### src/rtl/sreg_pkg.sv
package sreg_pkg;

    localparam int          CNT_W   = 5;
    localparam logic [7:0]  OP_WEN  = 8'h06;
    localparam logic [7:0]  OP_WDIS = 8'h04;
    localparam logic [7:0]  OP_RDST = 8'h05;
    localparam logic [7:0]  OP_WRST = 8'h01;

    localparam logic [CNT_W-1:0] LEN_CMD  = CNT_W'(8);
    localparam logic [CNT_W-1:0] LEN_WRST = CNT_W'(16);

    // Bit positions in the status byte
    localparam int B_WDIS = 7;
    localparam int B_BP1  = 3;
    localparam int B_BP0  = 2;
    localparam int B_WEL  = 1;
    localparam int B_BUSY = 0;

    typedef struct packed {
        logic             cs_prev;
        logic             sclk_prev;
        logic [CNT_W-1:0] cnt;
        logic [2:0]       ph;
        logic [7:0]       sh;
        logic [7:0]       op;
        logic [7:0]       dat;
        logic             rd_act;
        logic [7:0]       out;
        logic             so;
    } frame_st_t;

endpackage

### src/rtl/sreg_sync.sv
module sreg_sync #(
    parameter int         W       = 4,
    parameter int         STAGES  = 2,
    parameter logic [W-1:0] RST_VAL = '0
) (
    input  logic         clk,
    input  logic         rst_n,
    input  logic [W-1:0] din,
    output logic [W-1:0] dout
);

    logic [STAGES-1:0][W-1:0] chain_d, chain_q;

    always_comb begin
        chain_d[0] = din;
        for (int i = 1; i < STAGES; i++) begin
            chain_d[i] = chain_q[i-1];
        end
    end

    always_ff @(posedge clk or negedge rst_n) begin
        if (!rst_n) begin
            chain_q <= {STAGES{RST_VAL}};
        end else begin
            chain_q <= chain_d;
        end
    end

    assign dout = chain_q[STAGES-1];

endmodule

### src/rtl/sreg_frame.sv
module sreg_frame
    import sreg_pkg::*;
(
    input  logic             clk,
    input  logic             rst_n,
    input  logic             cs_n_s,
    input  logic             sclk_s,
    input  logic             mosi_s,
    input  logic [7:0]       status,
    output logic             cs_rise,
    output logic [CNT_W-1:0] nbits,
    output logic [7:0]       opcode,
    output logic [7:0]       data,
    output logic             so,
    output logic             so_oe
);

    localparam logic [CNT_W-1:0] CNT_MAX = {CNT_W{1'b1}};

    frame_st_t st_d, st_q;
    logic      sclk_rise, sclk_fall, cs_fall;
    logic [7:0] shifted;

    always_comb begin
        sclk_rise = sclk_s && !st_q.sclk_prev;
        sclk_fall = !sclk_s && st_q.sclk_prev;
        cs_fall   = !cs_n_s && st_q.cs_prev;
        cs_rise   = cs_n_s && !st_q.cs_prev;
        shifted   = {st_q.sh[6:0], mosi_s};

        st_d           = st_q;
        st_d.cs_prev   = cs_n_s;
        st_d.sclk_prev = sclk_s;

        if (cs_fall) begin
            st_d.cnt    = '0;
            st_d.ph     = '0;
            st_d.op     = '0;
            st_d.rd_act = 1'b0;
        end else if (cs_rise) begin
            st_d.rd_act = 1'b0;
        end else if (!cs_n_s) begin
            if (sclk_rise) begin
                st_d.sh = shifted;
                st_d.ph = st_q.ph + 3'd1;
                if (st_q.cnt != CNT_MAX) begin
                    st_d.cnt = st_q.cnt + CNT_W'(1);
                end
                if (st_q.cnt == LEN_CMD - CNT_W'(1)) begin
                    st_d.op     = shifted;
                    st_d.rd_act = (shifted == OP_RDST);
                end
                if (st_q.cnt == LEN_WRST - CNT_W'(1)) begin
                    st_d.dat = shifted;
                end
            end else if (sclk_fall && st_q.rd_act) begin
                if (st_q.ph == 3'd0) begin
                    st_d.so  = status[7];
                    st_d.out = {status[6:0], 1'b0};
                end else begin
                    st_d.so  = st_q.out[7];
                    st_d.out = {st_q.out[6:0], 1'b0};
                end
            end
        end
    end

    always_ff @(posedge clk or negedge rst_n) begin
        if (!rst_n) begin
            st_q         <= '0;
            st_q.cs_prev <= 1'b1;
        end else begin
            st_q <= st_d;
        end
    end

    assign nbits  = st_q.cnt;
    assign opcode = st_q.op;
    assign data   = st_q.dat;
    assign so_oe  = !cs_n_s && st_q.rd_act;
    assign so     = so_oe ? st_q.so : 1'b0;

endmodule

### src/rtl/sreg_core.sv
module sreg_core
    import sreg_pkg::*;
#(
    parameter int WR_CYCLES = 5000
) (
    input  logic             clk,
    input  logic             rst_n,
    input  logic             cs_rise,
    input  logic [CNT_W-1:0] nbits,
    input  logic [7:0]       opcode,
    input  logic [7:0]       data,
    input  logic             wp_n_s,
    output logic [7:0]       status
);

    localparam int TW = $clog2(WR_CYCLES + 1);
    localparam logic [TW-1:0] T_LOAD = TW'(WR_CYCLES);

    typedef struct packed {
        logic          wel;
        logic          busy;
        logic          wdis;
        logic [1:0]    bp;
        logic          pend_wdis;
        logic [1:0]    pend_bp;
        logic [TW-1:0] tmr;
    } core_st_t;

    core_st_t st_d, st_q;
    logic     locked, is_cmd, is_wr;

    always_comb begin
        locked = st_q.wdis && !wp_n_s;
        is_cmd = cs_rise && (nbits == LEN_CMD);
        is_wr  = cs_rise && (nbits == LEN_WRST) && (opcode == OP_WRST);

        st_d = st_q;
        if (st_q.busy) begin
            if (st_q.tmr == TW'(1)) begin
                st_d.busy = 1'b0;
                st_d.wel  = 1'b0;
                st_d.wdis = st_q.pend_wdis;
                st_d.bp   = st_q.pend_bp;
            end
            st_d.tmr = st_q.tmr - TW'(1);
        end else if (is_cmd && opcode == OP_WEN) begin
            st_d.wel = 1'b1;
        end else if (is_cmd && opcode == OP_WDIS) begin
            st_d.wel = 1'b0;
        end else if (is_wr && st_q.wel && !locked) begin
            st_d.pend_wdis = data[B_WDIS];
            st_d.pend_bp   = {data[B_BP1], data[B_BP0]};
            st_d.busy      = 1'b1;
            st_d.tmr       = T_LOAD;
        end
    end

    always_ff @(posedge clk or negedge rst_n) begin
        if (!rst_n) begin
            st_q <= '0;
        end else begin
            st_q <= st_d;
        end
    end

    always_comb begin
        status         = 8'h00;
        status[B_WDIS] = st_q.wdis;
        status[B_BP1]  = st_q.bp[1];
        status[B_BP0]  = st_q.bp[0];
        status[B_WEL]  = st_q.wel;
        status[B_BUSY] = st_q.busy;
    end

endmodule

### src/rtl/sreg_ctrl.sv
module sreg_ctrl
    import sreg_pkg::*;
#(
    parameter int WR_CYCLES   = 5000,
    parameter int SYNC_STAGES = 2
) (
    input  logic clk,
    input  logic rst_n,
    input  logic cs_n,
    input  logic sclk,
    input  logic mosi,
    input  logic wp_n,
    output logic miso,
    output logic miso_oe
);

    logic [3:0]       pins_s;
    logic             cs_rise_w;
    logic [CNT_W-1:0] nbits_w;
    logic [7:0]       opcode_w, data_w, status_w;
    logic             wp_s;

    sreg_sync #(
        .W       (4),
        .STAGES  (SYNC_STAGES),
        .RST_VAL (4'b1001)
    ) u_sync (
        .clk   (clk),
        .rst_n (rst_n),
        .din   ({cs_n, sclk, mosi, wp_n}),
        .dout  (pins_s)
    );

    assign wp_s = pins_s[0];

    sreg_frame u_frame (
        .clk     (clk),
        .rst_n   (rst_n),
        .cs_n_s  (pins_s[3]),
        .sclk_s  (pins_s[2]),
        .mosi_s  (pins_s[1]),
        .status  (status_w),
        .cs_rise (cs_rise_w),
        .nbits   (nbits_w),
        .opcode  (opcode_w),
        .data    (data_w),
        .so      (miso),
        .so_oe   (miso_oe)
    );

    sreg_core #(
        .WR_CYCLES (WR_CYCLES)
    ) u_core (
        .clk     (clk),
        .rst_n   (rst_n),
        .cs_rise (cs_rise_w),
        .nbits   (nbits_w),
        .opcode  (opcode_w),
        .data    (data_w),
        .wp_n_s  (wp_s),
        .status  (status_w)
    );

endmodule

### config.mk
export PLATFORM = sky130hd
export DESIGN_NAME = sreg_ctrl
export DESIGN_NICKNAME = d
export VERILOG_FILES = /design/src/rtl/sreg_pkg.sv /design/src/rtl/sreg_sync.sv /design/src/rtl/sreg_frame.sv /design/src/rtl/sreg_core.sv /design/src/rtl/sreg_ctrl.sv
export SDC_FILE = /design/constraint.sdc
export NUM_CORES = 1
export LEC_CHECK = 0
export BUFFER_PORTS_ARGS = -buffer_cell sky130_fd_sc_hd__buf_2
export CAP_MARGIN = 20
export CORE_MARGIN = 4
export CORE_UTILIZATION = 30
export CTS_CLUSTER_DIAMETER = 30
export DETAILED_ROUTE_END_ITERATION = 8
export GPL_ROUTABILITY_DRIVEN = 0
export HOLD_SLACK_MARGIN = 0.02
export SLEW_MARGIN = 20
export SYNTH_ARGS = -nofsm -noshare
export SYNTH_HDL_FRONTEND = slang
export SYNTH_SLANG_ARGS = --single-unit
### constraint.sdc
create_clock -name clk -period 2.3 [get_ports clk]
set_input_delay 0.115 -clock clk [delete_from_list [all_inputs] [get_ports clk]]
set_output_delay 0.115 -clock clk [all_outputs]
set_load 0.005 [all_outputs]
==> out/results.tsv, run 1 <==
stage	metric	value	unit
timing	setup_ws	144	ps
cells_and_area	fin_nets	317	
yosys	synth_top_cell_by_area	dfrtp_1	
cts	numCtsBuffers	9	
global_routing	grt_pass1_vias	2059	
floorplan	fp.dieH	109	um
worst_setup_path	crit_path_top_delay_cell	dfstp_2	
worst_setup_path	critical_path.max_fanout	4	
timing	slew_headroom	0.541	
yosys	synth_seq_cells	66	
power	p_int	1.97	mW
timing	hold_viol_final	0	
timing	worst_pin_slew	679	ps
power	powerDensity	714	nW/um2
power	sw_frac_of_total	0.229	
timing	post-route-min-period	2160	ps
global_routing	track_usage	0.106	
floorplan	core_area	9860	um2
worst_setup_path	cp_slowest_stage_delay	530	ps
timing	setup_viol	0	
floorplan	io_pins	8	
cts	worst_skew_pair.late_latency	330	ps
yosys	ys_seq_area_frac	0.541	
place	placed_cells	416	
routing	routedWlPerCell	12.9	um
cts	path_clk_slew	70	ps
cts	post_cts_buffers	0	
floorplan	chipWidth	109	um
power	power_frac_seq	0.509	
power	p_comb_frac	0.077	
yosys	ys_types	47	
routing	drc_errors	0	
cells_and_area	drive_above_1_share	0.197	
worst_setup_path	worstPathArrival	2370	ps
global_routing	grt_max_degree	41	
cts	root_buffer	clkbuf_8	
worst_setup_path	timing_worst_setup_path_type	reg -> reg	
place	dp_hpwl	3.95	mm
yosys	avgSynthCellArea	11.1	um2
outcome	status	completed	
global_routing	grt_pass1_wl	9.85	mm
worst_setup_path	r2r_cells	5	
yosys	synth_top_area_frac	0.498	
global_routing	grt.overflow.total	0	
timing	rsz0062_at_grt	no	
run	drv_cap	0	
global_routing	antenna_found_initial	0	
timing	fin_crit_sh	0.937	
timing	finalSetupTns	0	ps
cells_and_area	area_growth	16.7	%
cells_and_area	final_cell_count_no_fill	437	
power	vdd_ir_drop_max	0.410	mV
yosys	synth_edf_count	0	
cells_and_area	n_fill_cell	988	
yosys	yosys_warnings	0	
yosys	synthFlopType	dfrtp_1	
timing	finalClockSkew	6.49	ps
min_path	hold_class	reg -> reg	
routing	num_vias	2056	
yosys	syn_area	3060	um2
yosys	synthCells	276	
floorplan	rows	36	
yosys	async_flop_share	1.00	
routing	drt-pass1-iter-count	4	
place	place.port_buffers	7	
cts	clock_sinks	66	
place	dp_slack	129	ps
floorplan	die_area	11900	um2
yosys	synthTopCellsByArea	dfrtp_1 50%, mux2_2 6.6%, ha_1 4.9%	
routing	drt_iter0_drc	96	
min_path	min_path_cells	0	
timing	fmax	0.464	GHz
cells_and_area	multi_input_comb_area	1310	um2
timing	whs	350	ps
cells_and_area	layout.area.seq	1660	um2
worst_setup_path	critPathRequiredTime	2520	ps
yosys	syn_nets	294	
routing	avgViaCountPerCell	4.70	
power	switchingPower	586	uW
cts	htreeDepth	3	
power	p_leak	1.62	nW
cts	cts_tree	done	
timing	report.final.slew_viol_count	0	
routing	routed_wl	5.63	mm
worst_setup_path	cp_cell_sequence	ha_1 > or4bb_1 > nor2_1 > and3_1 > mux2_2	
cells_and_area	diodes	0	
worst_setup_path	startpoint_type	register	
floorplan	start_util	0.311	
power	power.clock.fraction	0.414	
routing	antenna_left	0	
cts	clk_path_buf_depth	2	
worst_setup_path	end_kind	register	
[state kept, by name (all words and copies together) (netlist names)]
name             cells
u_frame.data         3
u_core.st_q         16
u_frame.shifted      7
u_frame.nbits        5
u_frame.opcode       8
u_sync.chain_d       4
u_sync.dout          4
u_frame.st_q        14
u_core.status        5
[area by class of cell]
type,count,area share
flip-flops and latches,66,0.464
multi-input cells,185,0.365
repair buffers,23,0.0504
well taps,133,0.0466
clock buffers,14,0.0427
clock inverters,2,0.0168
inverters,14,0.0147
[per-layer routing]
metal / global-route usage / vias to the layer above / routed length (um)
met2: 0.161 / 21 / 2550
met5: 0 / - / 0
met1: 0.141 / 1008 / 2820
li1: - / 1017 / -
met4: 0.0568 / 0 / 118
met3: 0.0231 / 10 / 148
[what timing repair did]
item	in CTS	in global routing
endpoints found under the hold margin	25	0
hold buffers	5	0
resized for setup	0	1
endpoints found under the setup margin	0	7
[worst max-delay path: cells and delay by family, from the launching register on]
family | cells | cell delay (ps)
flops | 1 | 530
mux | 1 | 350
fa+ha+maj | 1 | 160
simple gates | 3 | 1000
[stage by stage]
step                power (mW)  utilization  instance area [um2]
floorplan                 1.43            -                 3060
global placement          1.51        0.335                 3310
detailed placement        1.51        0.335                 3310
CTS                       2.58        0.362                 3570
global route              2.69        0.362                 3570
finish                    2.55        0.362                 3570
[power by group through the flow]
| stage | Combinational, mW | Clock (mW) | Sequential, mW |
|---|---|---|---|
| 2_1_floorplan | 0.132 | 0 | 1.29 |
| 3_3_place_gp | 0.191 | 0 | 1.32 |
| 3_5_place_dp | 0.195 | 0 | 1.32 |
| 4_1_cts | 0.202 | 1.09 | 1.30 |
| 5_1_grt | 0.225 | 1.15 | 1.31 |
| 6_report | 0.197 | 1.06 | 1.30 |
[kinds of logic (layout without fill, tap and decap cells)]
logic type	after synthesis	after routing	synth area share
and+or+nand+nor	92	92	0.166
DFF	66	66	0.541
AOI/OAI and AO/OA	51	51	0.105
muxes	27	27	0.0956
buffers and inverters	25	53	0.0339
adders and majority gates	12	12	0.0490
xor gates and xnor gates	3	3	0.00858
[final timing paths]
check / slack (ps) / endpoint / start
hold / removal: 350 / u_sync.dout[1] / u_sync.chain_d[5]
setup / recovery: 140 / u_core.st_q[14] / u_sync.dout[3]
max in group asynchronous: 1310 / u_frame.shifted[4] / rst_n
setup reg to reg: 140 / u_core.st_q[14] / u_sync.dout[3]
min in group asynchronous: 360 / u_frame.st_q[6] / rst_n
hold reg to reg: 350 / u_sync.dout[1] / u_sync.chain_d[5]
[cell usage after synthesis, drive strengths merged (2+ instances only)]
| cell type | instances |
|---|---|
| dfrtp | 61 |
| nand2 | 34 |
| o21ai | 23 |
| mux2 | 18 |
| nor2 | 16 |
| inv | 14 |
| ha | 12 |
| o31ai | 10 |
| mux2i | 9 |
| clkbuf | 8 |
| nor4 | 6 |
| dfstp | 5 |
| a21oi | 4 |
| or4 | 4 |
| or4bb | 4 |
| and2 | 3 |
| and3 | 3 |
| buf | 3 |
| nor3 | 3 |
| nor3b | 3 |
| nor4b | 3 |
| o21bai | 3 |
| a22o | 2 |
| nand3 | 2 |
| nand3b | 2 |
| nand4 | 2 |
| or3 | 2 |
| xnor2 | 2 |
[cell usage in the layout (no fill, tap or decap), types with 4 or more instances in the layout]
cell,instances
buf_2,7
buf_4,10
clkbuf_1,4
clkbuf_8,10
dfrtp_1,61
dfstp_2,5
dlygate4sd3_1,5
ha_1,12
inv_1,14
mux2_2,18
mux2i_1,9
nand2_1,34
nor2_1,16
nor4_1,5
o21ai_0,23
o31ai_1,10
or4bb_1,4
Note: power is estimated with default switching activity, not from simulation.
==> inputs of run 2 (changes only) <==
SETUP_SLACK_MARGIN = 0.5   (was not set)
==> run 2 against run 1 <==
Effect of this change: flip-flop and latch count stayed put; sequential power hardly changed; setup slack better by 180 ps; clock skew is 4.5 ps higher; largest cell class unchanged; critical path depth is 1 higher; worst hold slack worse by 190 ps; first-iteration DRC count is 43% lower; largest power group unchanged; count of clock-buffer cells in the layout is 2 lower; final cell count is 4.1% higher; power is 4.1% lower; wire length is 9.9% higher; cell area is 8.9% higher; critical path type unchanged.
==> out/results.tsv, run 2 (synthesis results as in run 1) <==
stage	metric	value	unit
cells_and_area	drive_above_1_share	0.320	
cells_and_area	area_growth	27.1	%
cts	cts_tree	done	
routing	wl_met1	2.84	mm
timing	finalClockSkew	11.0	ps
worst_setup_path	r2r-end	u_core.st_q[0]	
global_routing	grt_pass1_wl	10.7	mm
place	placed_cell_area	3360	um2
global_routing	grt.overflow.total	0	
cells_and_area	largest_reg_flops	16	
timing	report.final.slew_viol_count	0	
cells_and_area	layout_common_cells	60 x dfrtp_1, 33 x nand2_1, 23 x buf_4, 19 x o21ai_0, 14 x nor2_1	
cells_and_area	utilization	0.395	
timing	fmax	0.506	GHz
worst_setup_path	startpoint_type	register	
cts	htreeDepth	3	
floorplan	start_util	0.311	
power	powerDensity	629	nW/um2
cells_and_area	final_area	3890	um2
cts	clock_sinks	66	
cts	worst_skew_pair.late_latency	350	ps
global_routing	grt_pass1_vias	2190	
cts	clk_path_buf_depth	2	
routing	highest_layer	met4	
timing	setup_viol	0	
cells_and_area	regMostFlops	u_core.st_q	
floorplan	rows	36	
worst_setup_path	r2r_setup_slack	320	ps
routing	avgViaCountPerCell	4.68	
cells_and_area	fin_nets	335	
timing	slew_headroom	0.602	
timing	fin_crit_sh	0.860	
worst_setup_path	timing_worst_setup_path_type	reg -> reg	
worst_setup_path	worstPathArrival	2210	ps
global_routing	grt_max_degree	30	
cts	numCtsBuffers	9	
routing	routedWlPerCell	13.6	um
routing	drt_iter0_drc	55	
timing	hold_viol_final	0	
timing	finalSetupTns	0	ps
min_path	hold_class	in -> async	
worst_setup_path	reg2reg_from	u_sync.dout[3]	
timing	whs	160	ps
routing	num_vias	2131	
routing	drc_errors	0	
cells_and_area	n_fill_cell	946	
outcome	status	completed	
routing	route.met3.wl	206	um
timing	worst_pin_slew	593	ps
worst_setup_path	critical_path.max_fanout	4	
place	place.port_buffers	7	
routing	antenna_left	0	
cells_and_area	final_cell_count_no_fill	455	
worst_setup_path	r2r_cells	6	
run	drv_cap	0	
routing	routed_wl	6.19	mm
cells_and_area	diodes	0	
timing	rsz0062_at_grt	yes	
worst_setup_path	critPathRequiredTime	2530	ps
cells_and_area	final_common_cell	dfrtp_1	
floorplan	io_pins	8	
place	dp_hpwl	4.10	mm
cts	path_clk_slew	70	ps
timing	post-route-min-period	1980	ps
worst_setup_path	end_kind	register	
floorplan	die_area	11900	um2
floorplan	core_area	9860	um2
global_routing	antenna_found_initial	0	
cts	root_buffer	clkbuf_8	
routing	wl_met2	3.08	mm
routing	drt-pass1-iter-count	4	
global_routing	track_usage	0.117	
power	p_leak	1.74	nW
floorplan	fp.dieH	109	um
floorplan	chipWidth	109	um
power	vdd_ir_drop_max	0.279	mV
place	placed_cells	419	
==> run 2: cell count changes in the layout (fill, tap and decap cells not counted), moves of 5 or more <==
cell and change:
mux2_2 -7, buf_6 +5, mux2_4 +7, buf_4 +13
==> run 2: worst max-delay path, cell delays in order (launching register included) <==
cell	delay, ps
dfstp_2	580
ha_4	150
or4bb_4	480
nor2_4	120
buf_4	130
a31oi_4	110
mux2_2	300
==> run 2: worst max path at each step <==
stage	slack (ps)	from	end
2_1_floorplan	340	u_sync.dout[3]	u_core.st_q[13]
3_3_place_gp	220	u_sync.dout[3]	u_core.st_q[13]
3_5_place_dp	160	u_sync.dout[3]	u_core.st_q[14]
4_1_cts	340	u_sync.dout[3]	u_core.st_q[15]
5_1_grt	240	u_sync.dout[3]	u_frame.opcode[3]
6_report	320	u_sync.dout[3]	u_core.st_q[0]
==> run 2: power breakdown <==
part           internal (mW)  switching, mW
logic                  0.115          0.110
clock network          0.496          0.430
registers               1.23         0.0702
==> run 2: metal layers <==
layer,vias to the layer above,track usage
met5,-,0
met4,0,0.0379
met3,7,0.0426
met2,23,0.187
met1,1037,0.146
li1,1064,-
==> run 2: cell type report <==
class | instances | area, um2 | area share
multi-input cells | 185 | 1510 | 0.387
flip-flops and latches | 66 | 1660 | 0.426
inverters | 14 | 52.6 | 0.0135
clock inverters | 4 | 45.0 | 0.0116
well taps | 133 | 166 | 0.0428
clock buffers | 12 | 135 | 0.0347
repair buffers | 41 | 329 | 0.0845
==> run 2: metrics by stage <==
step | total power, mW | worst slack [ps]
2_1_floorplan | 1.43 | 340
3_3_place_gp | 1.51 | 224
3_5_place_dp | 1.51 | 163
4_1_cts | 2.48 | 339
5_1_grt | 2.58 | 236
6_report | 2.45 | 323
==> run 2: repair_timing <==
action	4_1_cts	5_1_grt
endpoints found under the setup margin	35	53
pin swaps	4	6
hold endpoints to repair	13	0
gates resized for setup	21	26
hold buffers	5	0
buffers inserted	9	6
